## config.mk

```make
export PLATFORM = sky130hd
export DESIGN_NAME = amo_unit
export DESIGN_NICKNAME = d
export VERILOG_FILES = /design/src/rtl/amo_pkg.sv /design/src/rtl/amo_storage.sv /design/src/rtl/amo_alu.sv /design/src/rtl/amo_lock_ctrl.sv /design/src/rtl/amo_unit.sv
export SDC_FILE = /design/constraint.sdc
export NUM_CORES = 1
export LEC_CHECK = 0
export ABC_AREA = 1
export BUFFER_PORTS_ARGS = -buffer_cell sky130_fd_sc_hd__buf_4
export CAP_MARGIN = 0
export CELL_PAD_IN_SITES_DETAIL_PLACEMENT = 0
export CELL_PAD_IN_SITES_GLOBAL_PLACEMENT = 2
export CORE_ASPECT_RATIO = 1.4
export CORE_UTILIZATION = 42
export CTS_BUF_LIST = sky130_fd_sc_hd__clkbuf_2
export DETAILED_ROUTE_END_ITERATION = 12
export PLACE_DENSITY = 0.93
export SLEW_MARGIN = 20
export SYNTH_ARGS = -nofsm -noshare
export SYNTH_HDL_FRONTEND = slang
export SYNTH_SLANG_ARGS = --single-unit
```

## constraint.sdc

```tcl
create_clock -name clk -period 9.4 [get_ports clk]
set_clock_uncertainty 0.15 [all_clocks]
set_input_delay 2.82 -clock clk [delete_from_list [all_inputs] [get_ports clk]]
set_output_delay 2.82 -clock clk [all_outputs]
set_load 0.02 [all_outputs]
```

## src/rtl/amo_pkg.sv

```systemverilog
package amo_pkg;

   typedef enum logic [2:0] {
      OP_LOAD  = 3'd0,
      OP_STORE = 3'd1,
      OP_SWAP  = 3'd2,
      OP_TAS   = 3'd3,
      OP_FADD  = 3'd4,
      OP_FINC  = 3'd5,
      OP_CAS   = 3'd6,
      OP_RSVD  = 3'd7
   } amo_op_e;

   function automatic logic op_is_atomic(amo_op_e op);
      return (op == OP_SWAP) || (op == OP_TAS) || (op == OP_FADD) ||
             (op == OP_FINC) || (op == OP_CAS);
   endfunction

endpackage

```

## src/rtl/amo_storage.sv

```systemverilog
module amo_storage #(
   parameter int DATA_W = 32,
   parameter int ADDR_W = 4
) (
   input  logic              clk,
   input  logic              rst_n,
   input  logic [ADDR_W-1:0] rd_addr,
   output logic [DATA_W-1:0] rd_data,
   input  logic              wr_en,
   input  logic [ADDR_W-1:0] wr_addr,
   input  logic [DATA_W-1:0] wr_data,
   input  logic              clr_en,
   input  logic [ADDR_W-1:0] clr_addr
);
   localparam int DEPTH = 1 << ADDR_W;

   logic [DATA_W-1:0] words [DEPTH];

   for (genvar gi = 0; gi < DEPTH; gi++) begin : g_word
      always_ff @(posedge clk) begin
         if (!rst_n) begin
            words[gi] <= '0;
         end else begin
            if (clr_en && (clr_addr == ADDR_W'(gi))) words[gi] <= '0;
            if (wr_en && (wr_addr == ADDR_W'(gi)))   words[gi] <= wr_data;
         end
      end
   end

   assign rd_data = words[rd_addr];

   // an invalidation never lands on the word being written
   a_r8_no_clear_collision: assert property (@(posedge clk) disable iff (!rst_n)
      (wr_en && clr_en) |-> (wr_addr != clr_addr));

endmodule

```

## src/rtl/amo_alu.sv

```systemverilog
module amo_alu
   import amo_pkg::*;
#(
   parameter int DATA_W = 32
) (
   input  amo_op_e           op,
   input  logic [DATA_W-1:0] old_val,
   input  logic [DATA_W-1:0] opnd_a,
   input  logic [DATA_W-1:0] opnd_b,
   output logic [DATA_W-1:0] new_val,
   output logic              wr_en,
   output logic              ok
);
   always_comb begin
      new_val = old_val;
      wr_en   = 1'b0;
      ok      = 1'b0;
      unique case (op)
         OP_STORE, OP_SWAP: begin
            new_val = opnd_a;
            wr_en   = 1'b1;
         end
         OP_TAS: begin
            new_val = DATA_W'(1);
            wr_en   = (old_val == '0);
         end
         OP_FADD: begin
            new_val = old_val + opnd_a;
            wr_en   = 1'b1;
         end
         OP_FINC: begin
            new_val = old_val + DATA_W'(1);
            wr_en   = 1'b1;
         end
         OP_CAS: begin
            new_val = opnd_a;
            wr_en   = (old_val == opnd_b);
            ok      = wr_en;
         end
         default: begin
            new_val = old_val;
         end
      endcase
   end

endmodule

```

## src/rtl/amo_lock_ctrl.sv

```systemverilog
module amo_lock_ctrl #(
   parameter int ADDR_W = 4
) (
   input  logic              clk,
   input  logic              rst_n,
   input  logic              start,
   input  logic [ADDR_W-1:0] start_addr,
   input  logic [ADDR_W-1:0] req_addr,
   input  logic              inv_valid,
   input  logic [ADDR_W-1:0] inv_addr,
   output logic              busy,
   output logic [ADDR_W-1:0] lock_addr,
   output logic              req_ready,
   output logic              inv_ready
);
   always_ff @(posedge clk) begin
      if (!rst_n) begin
         busy      <= 1'b0;
         lock_addr <= '0;
      end else if (busy) begin
         busy <= 1'b0;
      end else if (start) begin
         busy      <= 1'b1;
         lock_addr <= start_addr;
      end
   end

   assign req_ready = !busy && !(inv_valid && (inv_addr == req_addr));
   assign inv_ready = !(busy && (inv_addr == lock_addr));

   // the lock lasts exactly one cycle after acceptance
   a_r7_lock_released: assert property (@(posedge clk) disable iff (!rst_n)
      busy |=> !busy);

endmodule

```

## src/rtl/amo_unit.sv

```systemverilog
module amo_unit
   import amo_pkg::*;
#(
   parameter int DATA_W = 32,
   parameter int ADDR_W = 4
) (
   input  logic              clk,
   input  logic              rst_n,
   input  logic              req_valid,
   output logic              req_ready,
   input  logic [2:0]        req_op,
   input  logic [ADDR_W-1:0] req_addr,
   input  logic [DATA_W-1:0] req_a,
   input  logic [DATA_W-1:0] req_b,
   output logic              rsp_valid,
   output logic [DATA_W-1:0] rsp_data,
   output logic              rsp_ok,
   input  logic              inv_valid,
   output logic              inv_ready,
   input  logic [ADDR_W-1:0] inv_addr
);
   if (DATA_W < 2 || DATA_W > 128) begin : g_bad_data_w
      $error("amo_unit: DATA_W must lie in 2..128");
   end
   if (ADDR_W < 1 || ADDR_W > 10) begin : g_bad_addr_w
      $error("amo_unit: ADDR_W must lie in 1..10");
   end

   amo_op_e           in_op;
   amo_op_e           hold_op;
   logic [DATA_W-1:0] hold_a, hold_b;
   logic              busy;
   logic [ADDR_W-1:0] lock_addr;
   logic              acc, acc_atomic, acc_plain;
   logic [ADDR_W-1:0] rd_addr;
   logic [DATA_W-1:0] rd_data;
   amo_op_e           alu_op;
   logic [DATA_W-1:0] alu_a, alu_b, alu_new;
   logic              alu_wr, alu_ok, mem_wr, issue;

   assign in_op      = amo_op_e'(req_op);
   assign acc        = req_valid && req_ready;
   assign acc_atomic = acc && op_is_atomic(in_op);
   assign acc_plain  = acc && !op_is_atomic(in_op);

   amo_lock_ctrl #(.ADDR_W(ADDR_W)) lock_i (
      .clk        (clk),
      .rst_n      (rst_n),
      .start      (acc_atomic),
      .start_addr (req_addr),
      .req_addr   (req_addr),
      .inv_valid  (inv_valid),
      .inv_addr   (inv_addr),
      .busy       (busy),
      .lock_addr  (lock_addr),
      .req_ready  (req_ready),
      .inv_ready  (inv_ready)
   );

   always_ff @(posedge clk) begin
      if (!rst_n) begin
         hold_op <= OP_LOAD;
         hold_a  <= '0;
         hold_b  <= '0;
      end else if (acc_atomic) begin
         hold_op <= in_op;
         hold_a  <= req_a;
         hold_b  <= req_b;
      end
   end

   assign rd_addr = busy ? lock_addr : req_addr;
   assign alu_op  = busy ? hold_op   : in_op;
   assign alu_a   = busy ? hold_a    : req_a;
   assign alu_b   = busy ? hold_b    : req_b;

   amo_alu #(.DATA_W(DATA_W)) alu_i (
      .op      (alu_op),
      .old_val (rd_data),
      .opnd_a  (alu_a),
      .opnd_b  (alu_b),
      .new_val (alu_new),
      .wr_en   (alu_wr),
      .ok      (alu_ok)
   );

   assign issue  = busy || acc_plain;
   assign mem_wr = issue && alu_wr;

   amo_storage #(.DATA_W(DATA_W), .ADDR_W(ADDR_W)) mem_i (
      .clk      (clk),
      .rst_n    (rst_n),
      .rd_addr  (rd_addr),
      .rd_data  (rd_data),
      .wr_en    (mem_wr),
      .wr_addr  (rd_addr),
      .wr_data  (alu_new),
      .clr_en   (inv_valid && inv_ready),
      .clr_addr (inv_addr)
   );

   always_ff @(posedge clk) begin
      if (!rst_n) begin
         rsp_valid <= 1'b0;
         rsp_data  <= '0;
         rsp_ok    <= 1'b0;
      end else begin
         rsp_valid <= issue;
         rsp_ok    <= issue && alu_ok;
         if (issue) rsp_data <= rd_data;
      end
   end

   // no new request is taken while an atomic holds its word
   a_r7_stall_after_atomic: assert property (@(posedge clk) disable iff (!rst_n)
      acc_atomic |=> !req_ready);

   // atomic response arrives two cycles after acceptance
   a_r7_atomic_latency: assert property (@(posedge clk) disable iff (!rst_n)
      acc_atomic |=> (!rsp_valid ##1 rsp_valid));

   // plain operations answer in the next cycle
   a_r2_plain_latency: assert property (@(posedge clk) disable iff (!rst_n)
      acc_plain |=> rsp_valid);

   // success flag only accompanies a response
   a_r6_ok_with_rsp: assert property (@(posedge clk) disable iff (!rst_n)
      rsp_ok |-> rsp_valid);

   // the locked word refuses invalidation in the cycle after acceptance
   a_r8_locked_inv: assert property (@(posedge clk) disable iff (!rst_n)
      acc_atomic |=> !(inv_valid && inv_ready && (inv_addr == $past(req_addr))));

endmodule

```

==> reports/metrics.yaml, run 1 <==
outcome:
  status: "finished clean"
clocking:
  clk_pin_slew_ns: 0.09
  cts_buffers: 152
  cts_buffer_depth: 3
  cts_setup_buffers: 0
  hold_buffers: 0
  insertion_delay_ns: 1.39
  htreeDepth: 4
  post_cts_resized: 0
  numClockSinks: 618
  cts_tree: "yes"
  cts_root_buffer: "clkbuf_2"
logic_synthesis:
  synth.largest_area_cell: "edfxtp_1"
  yosys.area.top_type_share_pct: 47.0
  synth_area_leaders: "edfxtp_1 (47%), nand2_1 (15%), nor2_1 (7.9%), dfxtp_1 (6.5%), inv_1 (6.2%)"
  syn_nets: 4306
  synth.avg_cell_area_um2: 7.80
  synth_seq_cells: 618
  postSynthCellCount: 4195
  ys_seq_area_share_pct: 53.4
  ys.warnings.count: 0
  synthesis.area_mm2: 0.0327
  synth_cell_types: 45
job:
  drv_cap: 0
placement:
  placed_area_mm2: 0.0350
  post-dp-hpwl_um: 79200
  gp_congestion: 0.955
  port_buffers: 114
finish:
  final_core_util_pct: 47.2
  drive_gt1_share_pct: 12.3
  nNetsFinal: 4457
  fillers: 7872
  finish.instance_area_mm2: 0.0363
  area_growth_pct: 10.7
global_routing:
  grtUsageTotal_pct: 31.3
  grt_pass1_wl_um: 179000
  overflow: 0
  antenna_found_initial: 1
  grt_max_degree: 86
  grt_pass1_vias: 27500
critical_path:
  critPathTopFamily: "compound AO/OA/AOI/OAI gates"
  cp_max_fo: 5
  crit_path_start_kind: "primary input"
  cp.arrival_ns: 4.07
  path_class: "in -> out"
  slowest_delay_ns: 0.30
  cp_cell_sequence: "buf_4 > inv_1 > o22ai_1 > a211oi_1 > o2111ai_1 > and2_1 > buf_4"
  required_ns: 6.43
  critPathSlowestCell: "o2111ai_1"
  crit_top_cell: "buf_4"
  end_kind: "output pin"
  worst-path-buf-inv: 3
route:
  avgRoutedWirePerCell_um: 22.5
  drc: 0
  drt_iter0_drc: 2601
  postRouteWirelength_um: 123000
  vias: 28600
  first_pass_iters: 5
  antenna_left: 0
  viasPerCell: 5.23
timing:
  tns_ns: 0
  worst_pin_slew_ns: 1.07
  rsz0062_at_grt: "false"
  fin_crit_ns: 7.04
  final.period_utilization_pct: 74.9
  clock.fmax_mhz: 142
  setup_viol: 0
  slew_violations: 0
  slew-limit-headroom_pct: 27.8
  hold_viol: 0
power:
  internal_power_mw: 4.18
  worst_ir_drop_vdd_uv: 104
  power_mw: 6.65
  cellPowerDensity_mw_per_mm2: 184
  p_switching_mw: 2.47
  p_sw_share_pct: 37.2
  combPwrFrac_pct: 27.2
  power_leakage_nw: 17.0
  p_clk_share_pct: 25.8
  pwr-share-seq_pct: 47.0
die:
  die_w_um: 238
  die_h_um: 332
  start_util_pct: 42.6
  io_pins: 115
  fp.coreArea_mm2: 0.0769
  rows: 120
  die_area_mm2: 0.0791
hold_path:
  hp-class: "reg -> reg"
## per-layer routing
metal	global-route usage, %	share of wire [%]
met5	0	0
met4	17.9	6.2
met3	6.27	7.0
met2	53.7	49
met1	36.3	38
## worst min-delay path, delay by kind of cell, from the launching register on
family,cells,cell delay (ns)
compound gates,1,0.05
buf+inv,1,0.05
flops,1,0.31
## layout by cell type (no fill, tap or decap), drive strengths merged
cell type and instances:
a21o 4, nor4 6, nand3b 30, a31oi 1, and2 2, inv 556
clkinv 27, a21oi 175, clkbuf 209, nand4 22, fa 1, o211ai 5
and3 1, bufinv 1, ha 31, nand2 1288, or2 5, nor3 23
nor3b 1, o21ai 364, dfxtp 106, o2111ai 3, o22ai 2, a32o 1
a21boi 3, o21a 1, edfxtp 512, o21bai 9, clkinvlp 2, xnor2 7
xor2 6, buf 237, diode 3, nor2 718, a211oi 1, nand3 63
a221o 1, a221oi 10
## cells by family after synthesis
family,share of synthesized area [%]
flip-flops,53.4
AO/OA/AOI/OAI,9.27
AND/OR/NAND/NOR,26.1
buffers and inverters,9.57
adder cells (fa/ha/maj),1.25
XOR/XNOR,0.348
## flip-flops by register name, indices dropped and copies added, names as in the netlist
signal            count
rsp_data             32
rsp_valid             1
lock_i.busy           1
hold_op               3
rsp_ok                1
mem_i.words         512
hold_a               32
hold_b               32
lock_i.lock_addr      4
## worst paths after layout
| kind | cells after the start | slack (ns) | endpoint | from |
|---|---|---|---|---|
| worst min-delay path | 2 | 0.30 | hold_a[11] | hold_a[11] |
| worst max-delay path | 7 | 2.36 | req_ready | inv_addr[3] |
| worst min register to register | 2 | 0.30 | hold_a[11] | hold_a[11] |
| worst max register to register | 25 | 2.83 | mem_i.words[10][23] | lock_i.busy |
## Yosys cell counts
| master | n |
|---|---|
| nor2_4 | 1 |
| clkinv_1 | 2 |
| edfxtp_1 | 512 |
| nor4_1 | 6 |
| a31oi_1 | 1 |
| nor2_1 | 693 |
| or2_2 | 5 |
| o22ai_1 | 2 |
| fa_1 | 1 |
| o21a_1 | 1 |
| a221o_1 | 1 |
| nor3_1 | 23 |
| nand4_1 | 13 |
| nand3_1 | 63 |
| nor3b_1 | 1 |
| a211oi_1 | 1 |
| o211ai_1 | 5 |
| a21o_1 | 4 |
| a21boi_0 | 3 |
| clkbuf_1 | 141 |
| and3_1 | 1 |
| nand2_2 | 5 |
| a21oi_1 | 175 |
| buf_1 | 6 |
| nand2_1 | 1283 |
| a221oi_1 | 10 |
| buf_6 | 3 |
| o21bai_1 | 9 |
| buf_2 | 81 |
| nor2_2 | 24 |
| nand4_2 | 9 |
| inv_1 | 541 |
| o21ai_0 | 333 |
| inv_2 | 10 |
| o21ai_2 | 3 |
| dfxtp_1 | 106 |
| buf_4 | 9 |
| and2_1 | 2 |
| xor2_1 | 6 |
| ha_1 | 31 |
| nand3b_1 | 30 |
| xnor2_1 | 7 |
| a32o_1 | 1 |
| o21ai_1 | 28 |
| o2111ai_1 | 3 |
## area by class of cell
cell class                      instances  area [um2]  area share (%)
Tap cell                             1037        1300            3.58
Clock buffer                          209        1050            2.89
Sequential cell                       618       17500            48.3
Multi-Input combinational cell       2784       12200            33.8
Timing Repair Buffer                  237        1920            5.29
Inverter                              553        2080            5.73
Clock inverter                         33         163           0.449
Antenna cell                            3        7.51          0.0207
## metrics by stage
stage	setup WS, ns	hold slack (ns)	cells
finish	2.36	0.302	5474
global route	2.20	0.326	5472
CTS	2.35	0.303	5471
detailed placement	1.19	0.289	5229
global placement	1.20	0.284	5229
floorplan	2.42	0.275	4195
## power groups by stage
stage / registers, mW / logic [mW] / clock network (mW)
after floorplan: 3.21 / 1.01 / 0
after global placement: 3.19 / 1.78 / 0
after detailed placement: 3.19 / 1.78 / 0
after CTS: 3.13 / 1.78 / 1.76
after global routing: 3.14 / 1.95 / 1.87
final: 3.13 / 1.81 / 1.72
(Power assumes the default switching activity.)
==> run 2, diff against run 1 <==
Settings changed: CORE_UTILIZATION 42 to 39, PLACE_DENSITY 0.93 to 0.88.
Clock period 9.4 ns to 7.37 ns, I/O delays scaled along.
==> run 2 against run 1 <==
Compared with the run above:
- sequential power is 27% higher
- final cell count rose by 2.0%
- utilization shrank 2.4 points
- routed wire length is 2.9% higher
- worst hold slack worse by 0.00089 ns
- via count is 0.63% lower
- worst setup slack worse by 0.84 ns
- critical path depth up 19
- sequential cell count is the same
- sequential share of layout area shrank 1.2 points
- largest cell class unchanged
- highest routed layer is now met5
==> reports/metrics.yaml, run 2 (synthesis results as in run 1) <==
outcome:
  status: "finished clean"
finish:
  regMostFlops: "mem_i.words"
  nNetsFinal: 4519
  final_common_cell: "nand2_1"
  layout_common_cells: "nand2_1 (1264), nor2_1 (693), inv_1 (540)"
  area_growth_pct: 13.6
  stdcell_count: 5585
  largest_reg_flops: 512
  drive_gt1_share_pct: 13.6
die:
  start_util_pct: 39.4
  io_pins: 115
  die_area_mm2: 0.0851
  fp.coreArea_mm2: 0.0830
  rows: 125
  die_h_um: 345
  die_w_um: 247
global_routing:
  overflow: 0
  grt_max_degree: 109
  grt_pass1_vias: 27200
  grtUsageTotal_pct: 30.1
  antenna_found_initial: 4
  grt_pass1_wl_um: 182000
placement:
  place_inst: 5333
  gp_congestion: 0.994
  post-dp-hpwl_um: 86000
  port_buffers: 114
route:
  vias: 28400
  routed-wl-met3_um: 7830
  antenna_left: 0
  avgRoutedWirePerCell_um: 22.7
  highest_layer: "met5"
  drt_iter0_drc: 2418
  met2WireLength_um: 62800
  drc: 0
  viasPerCell: 5.09
  first_pass_iters: 7
  postRouteWirelength_um: 127000
  wl_met1_um: 48100
timing:
  slew_violations: 0
  final.period_utilization_pct: 79.4
  rsz0062_at_grt: "false"
  hold_viol: 0
  worst_pin_slew_ns: 1.04
  tns_ns: 0
  slew-limit-headroom_pct: 30.1
  setup_viol: 0
  clock.fmax_mhz: 171
  fin_crit_ns: 5.85
critical_path:
  required_ns: 8.29
  crit-reg2reg-launch: "lock_i.busy"
  crit_path_start_kind: "primary input"
  cp_max_fo: 32
  path_class: "in -> reg"
  crit_path_start: "req_addr[0]"
  cp.arrival_ns: 6.77
  end_kind: "register"
clocking:
  numClockSinks: 618
  cts_root_buffer: "clkbuf_2"
  insertion_delay_ns: 1.38
  post_cts_resized: 0
  hold_buffers: 0
  htreeDepth: 4
  cts_setup_buffers: 0
  clk_pin_slew_ns: 0.10
  cts_tree: "yes"
  cts_buffer_depth: 3
  cts_buffers: 152
power:
  pwr-share-seq_pct: 45.5
  cellPowerDensity_mw_per_mm2: 236
  internal_power_mw: 5.53
  worst_ir_drop_vdd_uv: 146
  p_clk_share_pct: 26.5
  p_switching_mw: 3.25
  power_mw: 8.78
  combPwrFrac_pct: 28.1
  power_leakage_nw: 17.4
  p_sw_share_pct: 37.0
job:
  drv_cap: 0
hold_path:
  hp-class: "reg -> reg"
  hp-start: "hold_a[11]"
==> run 2: final timing paths <==
| kind | to | slack, ns | cells past startpoint |
|---|---|---|---|
| worst max register to register | mem_i.words[1][11] | 1.72 | 23 |
| worst min-delay path | hold_a[11] | 0.30 | 2 |
| worst min register to register | hold_a[11] | 0.30 | 2 |
| worst max-delay path | mem_i.words[14][20] | 1.52 | 26 |
==> run 2: cell type report <==
class	instances	area, um2
diodes	2	5.00
multi-input cells	2784	12200
well taps	1079	1350
repair buffers	299	2720
flip-flops and latches	618	17500
inverters	553	2080
clock inverters	37	236
clock buffers	213	1070
fillers	8456	45900
==> run 2: critical path, stage by stage <==
cell	delay [ns]
buf_4	0.13
inv_1	0.06
nand2_2	0.18
nand2_4	0.25
buf_12	0.26
buf_4	0.17
nand2_1	0.05
nand2_1	0.05
nand2_1	0.06
nand2_1	0.05
nand2_1	0.05
nand2_1	0.07
nor2_2	0.44
ha_1	0.41
inv_1	0.10
o21ai_0	0.15
o21ai_0	0.25
o211ai_1	0.16
nand2_1	0.09
nand3_1	0.35
o21ai_0	0.34
buf_4	0.15
nand2_1	0.04
a21oi_1	0.28
buf_4	0.29
nor2_1	0.08
==> run 2: routing by layer <==
metal	up-vias	GRT usage, %
met1	13300	35.2
met5	-	0
met4	4	17.6
li1	13800	-
met2	1068	51.7
met3	329	5.32
==> run 2: stage by stage <==
step / hold WS, ns / worst slack (ns) / instance area (um2) / utilization (%)
4_1_cts: 0.302 / 1.57 / 37200 / 44.8
6_report: 0.301 / 1.52 / 37200 / 44.8
5_1_grt: 0.324 / 1.25 / 37200 / 44.8
2_1_floorplan: 0.275 / 1.00 / 32700 / -
3_3_place_gp: 0.284 / 0.160 / 35900 / 43.2
3_5_place_dp: 0.289 / 0.207 / 35900 / 43.2
==> run 2: power by group through the flow <==
| stage | Combinational (mW) | Clock (mW) | Sequential, mW |
|---|---|---|---|
| finish | 2.47 | 2.32 | 3.99 |
| global route | 2.65 | 2.54 | 4.01 |
| CTS | 2.45 | 2.39 | 3.99 |
| detailed placement | 2.44 | 0 | 4.07 |
| global placement | 2.45 | 0 | 4.07 |
| floorplan | 1.29 | 0 | 4.09 |
